==> src/rtl/dreq_pkg.sv <==
package dreq_pkg;
  localparam int CTRL_W   = 3;
  localparam int TRIG_BIT = 0;
  localparam int POL_BIT  = 1;
  localparam int MODE_BIT = 2;

  // Packed so that field order matches the register bit positions.
  typedef struct packed {
    logic mode;  // bit 2: 1 = timed edge pulse, 0 = level
    logic pol;   // bit 1: active level of the request
    logic trig;  // bit 0: request trigger
  } ctrl_t;
endpackage

==> src/rtl/dreq_ctrl_regs.sv <==
module dreq_ctrl_regs
  import dreq_pkg::*;
(
  input  logic  clk,
  input  logic  rst_n,
  input  logic  wr,
  input  ctrl_t wdata,
  input  logic  done,
  output ctrl_t cur,
  output ctrl_t nxt,
  output logic  start
);
  logic lvl_clear;

  assign lvl_clear = wr && !wdata.trig && !wdata.mode;

  always_comb begin
    nxt = cur;
    if (wr) begin
      nxt.mode = wdata.mode;
      nxt.pol  = wdata.pol;
      if (wdata.trig)
        nxt.trig = 1'b1;
      else if (!wdata.mode)
        nxt.trig = 1'b0;
    end
    if (done)
      nxt.trig = 1'b0;
  end

  // A timed pulse begins when the edge-mode request turns on.
  assign start = nxt.trig && nxt.mode && !(cur.trig && cur.mode);

  always_ff @(posedge clk) begin
    if (!rst_n) cur <= '0;
    else        cur <= nxt;
  end

  AST_TRIG_CLEAR_CAUSE: assert property (@(posedge clk) disable iff (!rst_n)
    $fell(cur.trig) |-> ($past(done) || $past(lvl_clear)));
endmodule

==> src/rtl/dreq_pulse_timer.sv <==
module dreq_pulse_timer #(
  parameter int PULSE_LEN = 32
) (
  input  logic clk,
  input  logic rst_n,
  input  logic load,
  input  logic run,
  output logic done
);
  localparam int CNT_W = $clog2(PULSE_LEN) + 1;
  localparam logic [CNT_W-1:0] LAST = CNT_W'(PULSE_LEN - 1);

  logic [CNT_W-1:0] cnt;

  always_ff @(posedge clk) begin
    if (!rst_n)
      cnt <= '0;
    else if (load)
      cnt <= LAST;
    else if (run && cnt != '0)
      cnt <= cnt - 1'b1;
  end

  assign done = run && (cnt == '0);

  AST_CNT_LOAD: assert property (@(posedge clk) disable iff (!rst_n)
    load |=> (cnt == LAST));
  AST_CNT_RANGE: assert property (@(posedge clk) disable iff (!rst_n)
    cnt <= LAST);
  AST_NO_LOAD_WHILE_RUN: assert property (@(posedge clk) disable iff (!rst_n)
    !(load && run));
endmodule

==> src/rtl/dreq_pin_drive.sv <==
module dreq_pin_drive (
  input  logic clk,
  input  logic rst_n,
  input  logic trig_nxt,
  input  logic pol_nxt,
  output logic pin
);
  // Asserted level equals polarity; negated level is its inverse.
  always_ff @(posedge clk) begin
    if (!rst_n) pin <= 1'b1;
    else        pin <= trig_nxt ? pol_nxt : !pol_nxt;
  end
endmodule

==> src/rtl/dreq_pulse_gen.sv <==
module dreq_pulse_gen
  import dreq_pkg::*;
#(
  parameter int PULSE_LEN = 32
) (
  input  logic              clk,
  input  logic              rst_n,
  input  logic              reg_wr,
  input  logic [CTRL_W-1:0] reg_wdata,
  output logic [CTRL_W-1:0] reg_rdata,
  output logic              dreq_o
);
  ctrl_t cur, nxt, wd;
  logic  start, run, done;

  assign wd  = ctrl_t'(reg_wdata);
  assign run = cur.trig && cur.mode;

  dreq_ctrl_regs u_regs (
    .clk(clk), .rst_n(rst_n), .wr(reg_wr), .wdata(wd), .done(done),
    .cur(cur), .nxt(nxt), .start(start)
  );

  dreq_pulse_timer #(.PULSE_LEN(PULSE_LEN)) u_timer (
    .clk(clk), .rst_n(rst_n), .load(start), .run(run), .done(done)
  );

  dreq_pin_drive u_pin (
    .clk(clk), .rst_n(rst_n), .trig_nxt(nxt.trig), .pol_nxt(nxt.pol), .pin(dreq_o)
  );

  assign reg_rdata = cur;

  AST_PIN_LEVEL: assert property (@(posedge clk) disable iff (!rst_n)
    dreq_o == (cur.trig ? cur.pol : !cur.pol));
  AST_POL_IDLE: assert property (@(posedge clk) disable iff (!rst_n)
    (reg_wr && !cur.trig && wd.pol && !wd.trig) |=> !dreq_o);
  AST_RETRIG_HOLD: assert property (@(posedge clk) disable iff (!rst_n)
    (run && !done && reg_wr && wd.trig && wd.mode) |=> (cur.trig && !start));
  AST_LEVEL_HOLD: assert property (@(posedge clk) disable iff (!rst_n)
    (cur.trig && !cur.mode && !(reg_wr && !wd.trig)) |=> cur.trig);
endmodule

==> config.mk <==
export PLATFORM = sky130hd
export DESIGN_NAME = dreq_pulse_gen
export DESIGN_NICKNAME = d
export VERILOG_FILES = /design/src/rtl/dreq_pkg.sv /design/src/rtl/dreq_ctrl_regs.sv /design/src/rtl/dreq_pulse_timer.sv /design/src/rtl/dreq_pin_drive.sv /design/src/rtl/dreq_pulse_gen.sv
export SDC_FILE = /design/constraint.sdc
export NUM_CORES = 1
export LEC_CHECK = 0
export CAP_MARGIN = 30
export CORE_AREA = 8 8 45 47
export DETAILED_ROUTE_END_ITERATION = 8
export DIE_AREA = 0 0 53 55
export SLEW_MARGIN = 20
export SYNTH_ARGS = -nofsm -noshare
export SYNTH_HDL_FRONTEND = slang
export SYNTH_SLANG_ARGS = --single-unit
==> constraint.sdc <==
create_clock -name clk -period 2.84 [get_ports clk]
set_input_delay 0.284 -clock clk [delete_from_list [all_inputs] [get_ports clk]]
set_output_delay 0.284 -clock clk [all_outputs]
set_load 0.01 [all_outputs]
==> results of run 1 <==
stage by stage:
step,instances,hold slack (ps),instance area [µm²]
floorplan,53,401,495
global placement,78,530,606
detailed placement,78,525,606
CTS,81,538,628
global route,81,586,628
finish,81,544,628
synthesized netlist by cell type:
cell	instances
a211oi_1	3
a311oi_1	1
nand3_1	1
or3_1	1
dfxtp_1	10
and3_1	1
o31ai_1	1
a31oi_1	1
nor3_1	4
nor2_1	2
xnor2_1	1
o21ai_1	1
and2_1	2
inv_1	4
o21a_1	1
a22oi_1	1
ha_1	1
mux2i_1	2
a31oi_4	1
a21oi_1	2
nand4b_1	1
nand2_1	3
nand2b_1	5
nor3_4	1
a21oi_2	2
flip-flops by register name (all words and copies together) (netlist names):
signal	cells
u_timer.cnt	6
u_pin.pin	1
u_regs.cur	3
power by group through the flow:
stage / sequential, W / clock (W) / combinational, W
4_1_cts: 0.000159 / 0.000101 / 0.0000605
6_report: 0.000159 / 0.0000969 / 0.0000595
2_1_floorplan: 0.000163 / 0 / 0.0000360
3_5_place_dp: 0.000162 / 0 / 0.0000600
5_1_grt: 0.000161 / 0.000110 / 0.0000663
3_3_place_gp: 0.000162 / 0 / 0.0000600
routing by layer:
layer / GRT usage [%] / vias to the layer above
met5: 0 / -
met4: 6.47 / 0
met3: 3.74 / 5
met2: 11.9 / 9
met1: 9.51 / 182
li1: - / 218
cell type report:
type	count	area (µm²)
sequential	10	200
inverter	4	15.0
fill	143	756
multi-input combinational	39	280
tap	16	20.0
timing repair buffer	9	90.1
clock buffer	3	22.5
cells by family (layout without fill, tap and decap cells):
family                     count (synthesis)  after routing  synth area share [%]
adders and majority gates                  1              1                  2.52
xor gates and xnor gates                   1              1                  1.77
DFF                                       10             10                  40.4
AOI/OAI and AO/OA                         14             14                  23.0
and+or+nand+nor                           21             21                  25.3
muxes                                      2              2                  4.04
buffers and inverters                      4             16                  3.03
worst paths after layout:
check,from,to,slack (ps),cells past startpoint
max,u_regs.cur[0],reg_rdata[0],1290,1
min,u_timer.cnt[0],u_timer.cnt[0],540,1
max reg2reg,u_timer.cnt[0],u_timer.cnt[2],1410,5
min reg2reg,u_timer.cnt[0],u_timer.cnt[0],540,1
==> run metrics, run 1 <==
Core Util, Final=45.4%; Clock Sinks=10; synthesized area per cell=9.35 µm²; die width=53 µm; Worst Tran Pin Value=277 ps; status=finished, final reports clean; largest net degree at the start of global routing=8; Pins Over Slew Limit=0; total CTS buffers=3; switching portion of total power=27.1%; PnR worst setup slack=1290 ps; RSZ-0062 raised after global routing=no; global-route wire length before repair=1.75 mm; share of cells above drive strength 1=10.8%; Hold Fails Final Rpt=0; Pwr Density=502 mW/mm²; Final nets=74; CP Capture Type=output pin; critical path type=reg -> out; commonest non-fill, non-tap cell in the layout=dfxtp_1; combinational cell fraction of total power=18.9%; synth warn=0; DP Wirelength=776 µm; biggest area consumer among synthesized cells=dfxtp_1; H-tree depth=1; Synth Instances=53; Worst path top cell family by delay=buffers and inverters; crit start category=flop; Die Y=55 µm; vias in the first global route=394; drc violations=0; Remaining Overflow, GRT=0; Net Sw Power=0.0000856 W; DR pass1 iterations=4; number of max-cap violations=0; top cells by area, synth=dfxtp_1 (40%), nand2b_1 (6.3%), a211oi_1 (4.5%), a31oi_4 (4.3%), mux2i_1 (4.0%); die area=0.00292 mm²; Setup TNS Final=0 ps; synth-to-layout area growth=26.8%; # Post-CTS Setup Buffers=0; Yosys reg bits=10; Clock Tree Buf Depth=2; met3 WL=70 µm; fmax=646 MHz; DRT Wirelength=1.00 mm; Ant. Diodes=0; Post-CTS Resized=0; sequential fraction of the synthesis area=40.4%; worst-case clock skew=2.31 ps; critical-path cell list=clkdlybuf4s50_1; Slew headroom=81.6%; DR vias=414; initial antenna violation count=0; final setup fails=0; Initial Utilization=35.8%; post-synthesis instance area=495 µm²; most frequent cells in the layout=dfxtp_1 (10), clkdlybuf4s50_1 (9), nand2b_1 (5); hold crit path type=reg -> reg; CP peak stage delay=580 ps; Max FO, Critical Path=7; port bufs=9; clk_lat worst skew=270 ps; met2 routed WL=418 µm; Worst EP arrival=1260 ps; Tmin final=1550 ps; DRT iter0 DRCs=5; Synth top area share=40.4%; internal power=0.000230 W; DRT met1 WL=475 µm; CTS tree=done; clk root buf=clkbuf_4; routability congestion estimate from global placement=0.730; period utilisation layout=54.5%; # IOs=10; number of routed nets with antenna violations=0; Cell Rows=14; WP buf/inv=1; worst path required time=2560 ps; Via density=5.11; All-Layer GR Usage=8.33%; DP Worst Slack=1210 ps; total chip power=0.000315 W; core area=0.00138 mm²; slowest CP cell=clkdlybuf4s50_1; P_leak=0.216 nW; clock-pin transition on the worst setup and hold timing paths=60 ps; power share of the sequential group=50.4%; wire per inst=12.4 µm; post-synth cell types=25; Clk pwr share=30.7%; syn_nets=60; Hold-fix buffers, CTS=0; maximum vdd ir drop=217 µV; top sig layer=met4
(Power assumes the default switching activity.)
==> inputs of run 2 (changes only) <==
Clock period 2.84 ns to 1.55 ns, I/O delays scaled along.
==> run metrics, run 2 (synthesis gave the netlist of run 1 again) <==
Final nets=76 (+2.7%); total CTS buffers=3 (unchanged); global-route wire length before repair=1.85 mm (+6.0%); FF-to-FF path depth=5 (unchanged); Initial Utilization=35.8% (unchanged); Die Y=55 µm (unchanged); routability congestion estimate from global placement=0.730 (+0.12%); final setup fails=0 (unchanged); worst-case clock skew=6.78 ps (+4.48 ps); share of cells above drive strength 1=13.4% (+2.7 points); number of routed nets with antenna violations=0 (unchanged); synth-to-layout area growth=29.8%; # IOs=10 (unchanged); critical-path cell list=clkdlybuf4s50_1; P_leak=0.227 nW (+4.9%); core area=0.00138 mm² (unchanged); vias in the first global route=451 (+14%); clk root buf=clkbuf_4; Worst EP arrival=1270 ps (about the same); H-tree depth=1 (unchanged); Layout Cells excl Fill=83 (+2.5%); maximum vdd ir drop=396 µV (+83%); DRT iter0 DRCs=8 (+3); Hold Fails Final Rpt=0 (unchanged); DR vias=432 (+4.3%); port bufs=9 (unchanged); hold crit path type=in -> reg; Post-CTS Resized=0 (unchanged); status=finished, final reports clean; clock-pin transition on the worst setup and hold timing paths=60 ps (about the same); DP Wirelength=817 µm (+5.2%); reg2reg end=u_pin.pin; most frequent cells in the layout=dfxtp_1 (10), clkdlybuf4s50_1 (9), nand2b_1 (5); Worst Tran Pin Value=260 ps (-16.5 ps); Cell Rows=14 (unchanged); Clock Sinks=10 (unchanged); reg-to-reg critical path startpoint=u_timer.cnt[1]; Slew headroom=82.6% (+1.0 points); hold path depth=2 (+1); worst path required time=1390 ps (-1170 ps); CP peak stage delay=580 ps (about the same); Largest Register=u_timer.cnt; Pwr Density=912 mW/mm² (+82%); wire per inst=12.5 µm (+0.90%); worst hold start=rst_n; # Post-CTS Setup Buffers=0 (unchanged); Top Registers=u_timer.cnt (6), u_regs.cur (3), u_pin.pin (1); period utilisation layout=92.1%; die width=53 µm (unchanged); end of the worst hold path=u_timer.cnt[4]; Max FO, Critical Path=7 (unchanged); commonest non-fill, non-tap cell in the layout=dfxtp_1; Hold-fix buffers, CTS=0 (unchanged); largest net degree at the start of global routing=8 (unchanged); Setup TNS Final=0 ps (unchanged); critical path type=reg -> out; Clock Tree Buf Depth=2 (unchanged); Filler cells=130 (-9.1%); crit start category=flop; Cells after DPL=80 (+2.6%); WP buf/inv=1 (unchanged); die area=0.00292 mm² (unchanged); clk_lat worst skew=270 ps (about the same); slowest CP cell=clkdlybuf4s50_1; All-Layer GR Usage=8.72% (+0.38 points); Remaining Overflow, GRT=0 (unchanged); DRT Wirelength=1.04 mm (+3.4%); fmax=701 MHz; Tmin final=1430 ps; initial antenna violation count=0 (unchanged); Worst path top cell family by delay=buffers and inverters; CP Capture Type=output pin; Worst R2R Setup Slack=130 ps (-1280 ps); Pins Over Slew Limit=0 (unchanged); CTS tree=done; Largest register FFs=6 (unchanged); drc violations=0 (unchanged); Ant. Diodes=0 (unchanged); RSZ-0062 raised after global routing=no; DR pass1 iterations=4 (unchanged); Via density=5.20 (+1.8%); number of max-cap violations=0 (unchanged)
==> run 2: through the flow <==
| stage | cell area [µm²] | power, W | hold WS (ps) | util, % | setup WS, ps |
|---|---|---|---|---|---|
| floorplan | 495 | 0.000364 | 272 | - | 236 |
| global placement | 621 | 0.000412 | 546 | 44.8 | 113 |
| detailed placement | 621 | 0.000414 | 535 | 44.8 | 111 |
| CTS | 643 | 0.000592 | 512 | 46.5 | 101 |
| global route | 643 | 0.000624 | 540 | 46.5 | 7.57 |
| finish | 643 | 0.000587 | 506 | 46.5 | 123 |
==> run 2: power breakdown <==
group	internal, W	switching [W]	leakage [nW]
Combinational	0.0000618	0.0000551	0.131
Sequential	0.000274	0.0000159	0.0822
Clock	0.0000898	0.0000904	0.0138
Total	0.000425	0.000161	0.227
==> run 2: how the worst max path moves through the flow <==
| stage | start | to | slack (ps) | cells after the start |
|---|---|---|---|---|
| global route | u_timer.cnt[1] | u_timer.cnt[4] | 8 | 6 |
| CTS | u_timer.cnt[1] | u_pin.pin | 100 | 5 |
| floorplan | u_timer.cnt[0] | u_timer.cnt[2] | 240 | 5 |
| global placement | reg_wr | u_timer.cnt[3] | 110 | 5 |
| detailed placement | reg_wr | u_timer.cnt[3] | 110 | 5 |
| finish | u_regs.cur[0] | reg_rdata[0] | 120 | 1 |
==> run 2: final cells by class <==
| cell class | instances | area (µm²) | share of cell area (%) |
|---|---|---|---|
| flip-flops and latches | 10 | 200 | 31.1 |
| repair buffers | 11 | 105 | 16.3 |
| inverters | 4 | 15.0 | 2.33 |
| multi-input cells | 39 | 280 | 43.6 |
| clock buffers | 3 | 22.5 | 3.50 |
| well taps | 16 | 20.0 | 3.11 |
==> run 2: metal layers <==
| layer | vias to the layer above | wire length [µm] | GRT usage [%] |
|---|---|---|---|
| met1 | 198 | 458 | 8.59 |
| met4 | 0 | 42 | 7.76 |
| met3 | 5 | 87 | 4.01 |
| li1 | 220 | - | - |
| met5 | - | 0 | 0 |
| met2 | 9 | 450 | 13.7 |
==> inputs of run 3 (changes only) <==
Settings changed: CORE_AREA 8 8 45 47 to 2 2 39 41, CTS_CLUSTER_SIZE set to 30, DIE_AREA 0 0 53 55 to 0 0 41 43.
==> run metrics, run 3 (synthesis gave the netlist of run 1 again) <==
status=finished, final reports clean; routability congestion estimate from global placement=0.795 (+8.8%); clk root buf=clkbuf_4; CP Capture Type=output pin; Clk pwr share=36.4% (+5.7 points); vias in the first global route=400 (-11%); Pins Over Slew Limit=0 (unchanged); critical-path cell list=clkdlybuf4s50_1; met3 WL=42 µm (-52%); DRT met1 WL=418 µm (-8.7%); combinational cell fraction of total power=18.1% (-1.8 points); DP Wirelength=741 µm (-9.3%); drc violations=0 (unchanged); fmax=704 MHz (+0.54%); clk_lat worst skew=260 ps (about the same); final setup fails=0 (unchanged); hold path depth=2 (unchanged); P_leak=0.234 nW (+3.2%); wire per inst=10.9 µm (-13%); Post-DP Area=621 µm² (unchanged); clock-pin transition on the worst setup and hold timing paths=60 ps (about the same); CP peak stage delay=580 ps (about the same); Largest register FFs=6 (unchanged); DRT Wirelength=918 µm (-12%); worst-case clock skew=3.64 ps (-3.14 ps); met2 routed WL=437 µm (-2.9%); All-Layer GR Usage=13.0% (+4.3 points); maximum vdd ir drop=356 µV (-10%); worst hold start=rst_n; commonest non-fill, non-tap cell in the layout=dfxtp_1; WP buf/inv=1 (unchanged); H-tree depth=1 (unchanged); die area=0.00176 mm² (-40%); Clock Tree Buf Depth=2 (unchanged); Post-CTS Resized=0 (unchanged); CTS tree=done; top sig layer=met4; Pwr Density=970 mW/mm² (+6.3%); DR vias=423 (-2.1%); die width=41 µm (-23%); Tmin final=1420 ps (-7.65 ps); Cell Rows=14 (unchanged); Slew headroom=82.9% (+0.27 points); reg2reg end=u_pin.pin; Worst Tran Pin Value=256 ps (-4.47 ps); reg-to-reg critical path startpoint=u_timer.cnt[1]; Core Util, Final=47.5% (+0.99 points); Ant. Diodes=0 (unchanged); # IOs=10 (unchanged); synth-to-layout area growth=32.6%; end of the worst hold path=u_timer.cnt[4]; period utilisation layout=91.6% (-0.49 points); largest net degree at the start of global routing=8 (unchanged); total CTS buffers=3 (unchanged); switching portion of total power=25.0% (-2.5 points); share of cells above drive strength 1=14.7% (+1.3 points); power share of the sequential group=45.5% (-3.9 points); Hold-fix buffers, CTS=0 (unchanged); number of routed nets with antenna violations=0 (unchanged); Setup TNS Final=0 ps (unchanged); hold crit path type=in -> reg; core area=0.00138 mm² (unchanged); Reg area=200 µm² (unchanged); number of max-cap violations=0 (unchanged); DRT iter0 DRCs=7 (-1); Worst EP arrival=1260 ps (about the same); Clock Sinks=10 (unchanged); Worst R2R Setup Slack=140 ps (about the same); Final Instance Area=657 µm² (+2.1%); area of the multi-input gates=280 µm² (unchanged); Filler cells=136 (+4.6%); global-route wire length before repair=1.50 mm (-19%); port bufs=9 (unchanged); slowest CP cell=clkdlybuf4s50_1; critical path type=reg -> out; Largest Register=u_timer.cnt; RSZ-0062 raised after global routing=no; Via density=5.04 (-3.2%); # Post-CTS Setup Buffers=0 (unchanged); DR pass1 iterations=4 (unchanged); initial antenna violation count=0 (unchanged); internal power=0.000478 W (+12%); FF-to-FF path depth=5 (unchanged); Initial Utilization=35.8% (unchanged); crit start category=flop; Max FO, Critical Path=7 (unchanged); worst path required time=1390 ps (about the same); Top Registers=u_timer.cnt (6), u_regs.cur (3), u_pin.pin (1); Remaining Overflow, GRT=0 (unchanged); Final nets=76 (unchanged); Net Sw Power=0.000159 W (-1.5%); most frequent cells in the layout=dfxtp_1 (10), clkdlybuf4s50_1 (9), nand2b_1 (5); Worst path top cell family by delay=buffers and inverters; Hold Fails Final Rpt=0 (unchanged); Die Y=43 µm (-22%)
==> run 3: cell types whose count changed in the layout (fill, tap and decap cells not counted), sizes merged <==
cell and change:
clkbuf +1
==> run 3: power by group through the flow <==
stage	clock network (W)	registers (W)	logic (W)
6_report	0.000232	0.000290	0.000115
2_1_floorplan	0	0.000298	0.0000659
3_5_place_dp	0	0.000295	0.000116
5_1_grt	0.000259	0.000292	0.000129
4_1_cts	0.000240	0.000290	0.000117
3_3_place_gp	0	0.000296	0.000116
==> run 3: metal layers <==
| metal | track usage [%] | vias up |
|---|---|---|
| met5 | 0 | - |
| met4 | 10.0 | 0 |
| met3 | 4.71 | 2 |
| met2 | 19.4 | 8 |
| met1 | 14.1 | 190 |
| li1 | - | 223 |
==> run 3: worst max-delay path by stage <==
stage / from / cells past startpoint / endpoint
2_1_floorplan: u_timer.cnt[0] / 5 / u_timer.cnt[2]
3_3_place_gp: reg_wr / 5 / u_timer.cnt[3]
3_5_place_dp: reg_wr / 5 / u_timer.cnt[3]
4_1_cts: u_regs.cur[0] / 1 / reg_rdata[0]
5_1_grt: u_timer.cnt[1] / 6 / u_timer.cnt[4]
6_report: u_regs.cur[0] / 1 / reg_rdata[0]
==> run 3: worst register-to-register path: cells and delay by family (launching register included) <==
family / cells / cell delay [ps]
muxes: 1 / 210
adders and majority gates: 1 / 240
and+or+nand+nor: 1 / 210
DFF: 1 / 370
AOI/OAI and AO/OA: 1 / 260
buffers and inverters: 1 / 60
==> run 3: area by class of cell <==
| class | instances | area share (%) |
|---|---|---|
| multi-input cells | 39 | 42.7 |
| clock buffers | 4 | 5.52 |
| inverters | 4 | 2.29 |
| repair buffers | 11 | 16.0 |
| flip-flops and latches | 10 | 30.5 |
| well taps | 16 | 3.05 |
==> run 3: metrics by stage <==
step	total power [W]	hold slack [ps]	cells	setup WS, ps
2_1_floorplan	0.000364	272	53	236
3_3_place_gp	0.000412	544	80	111
3_5_place_dp	0.000412	531	80	122
4_1_cts	0.000647	499	84	114
5_1_grt	0.000680	510	84	29.9
6_report	0.000637	506	84	130
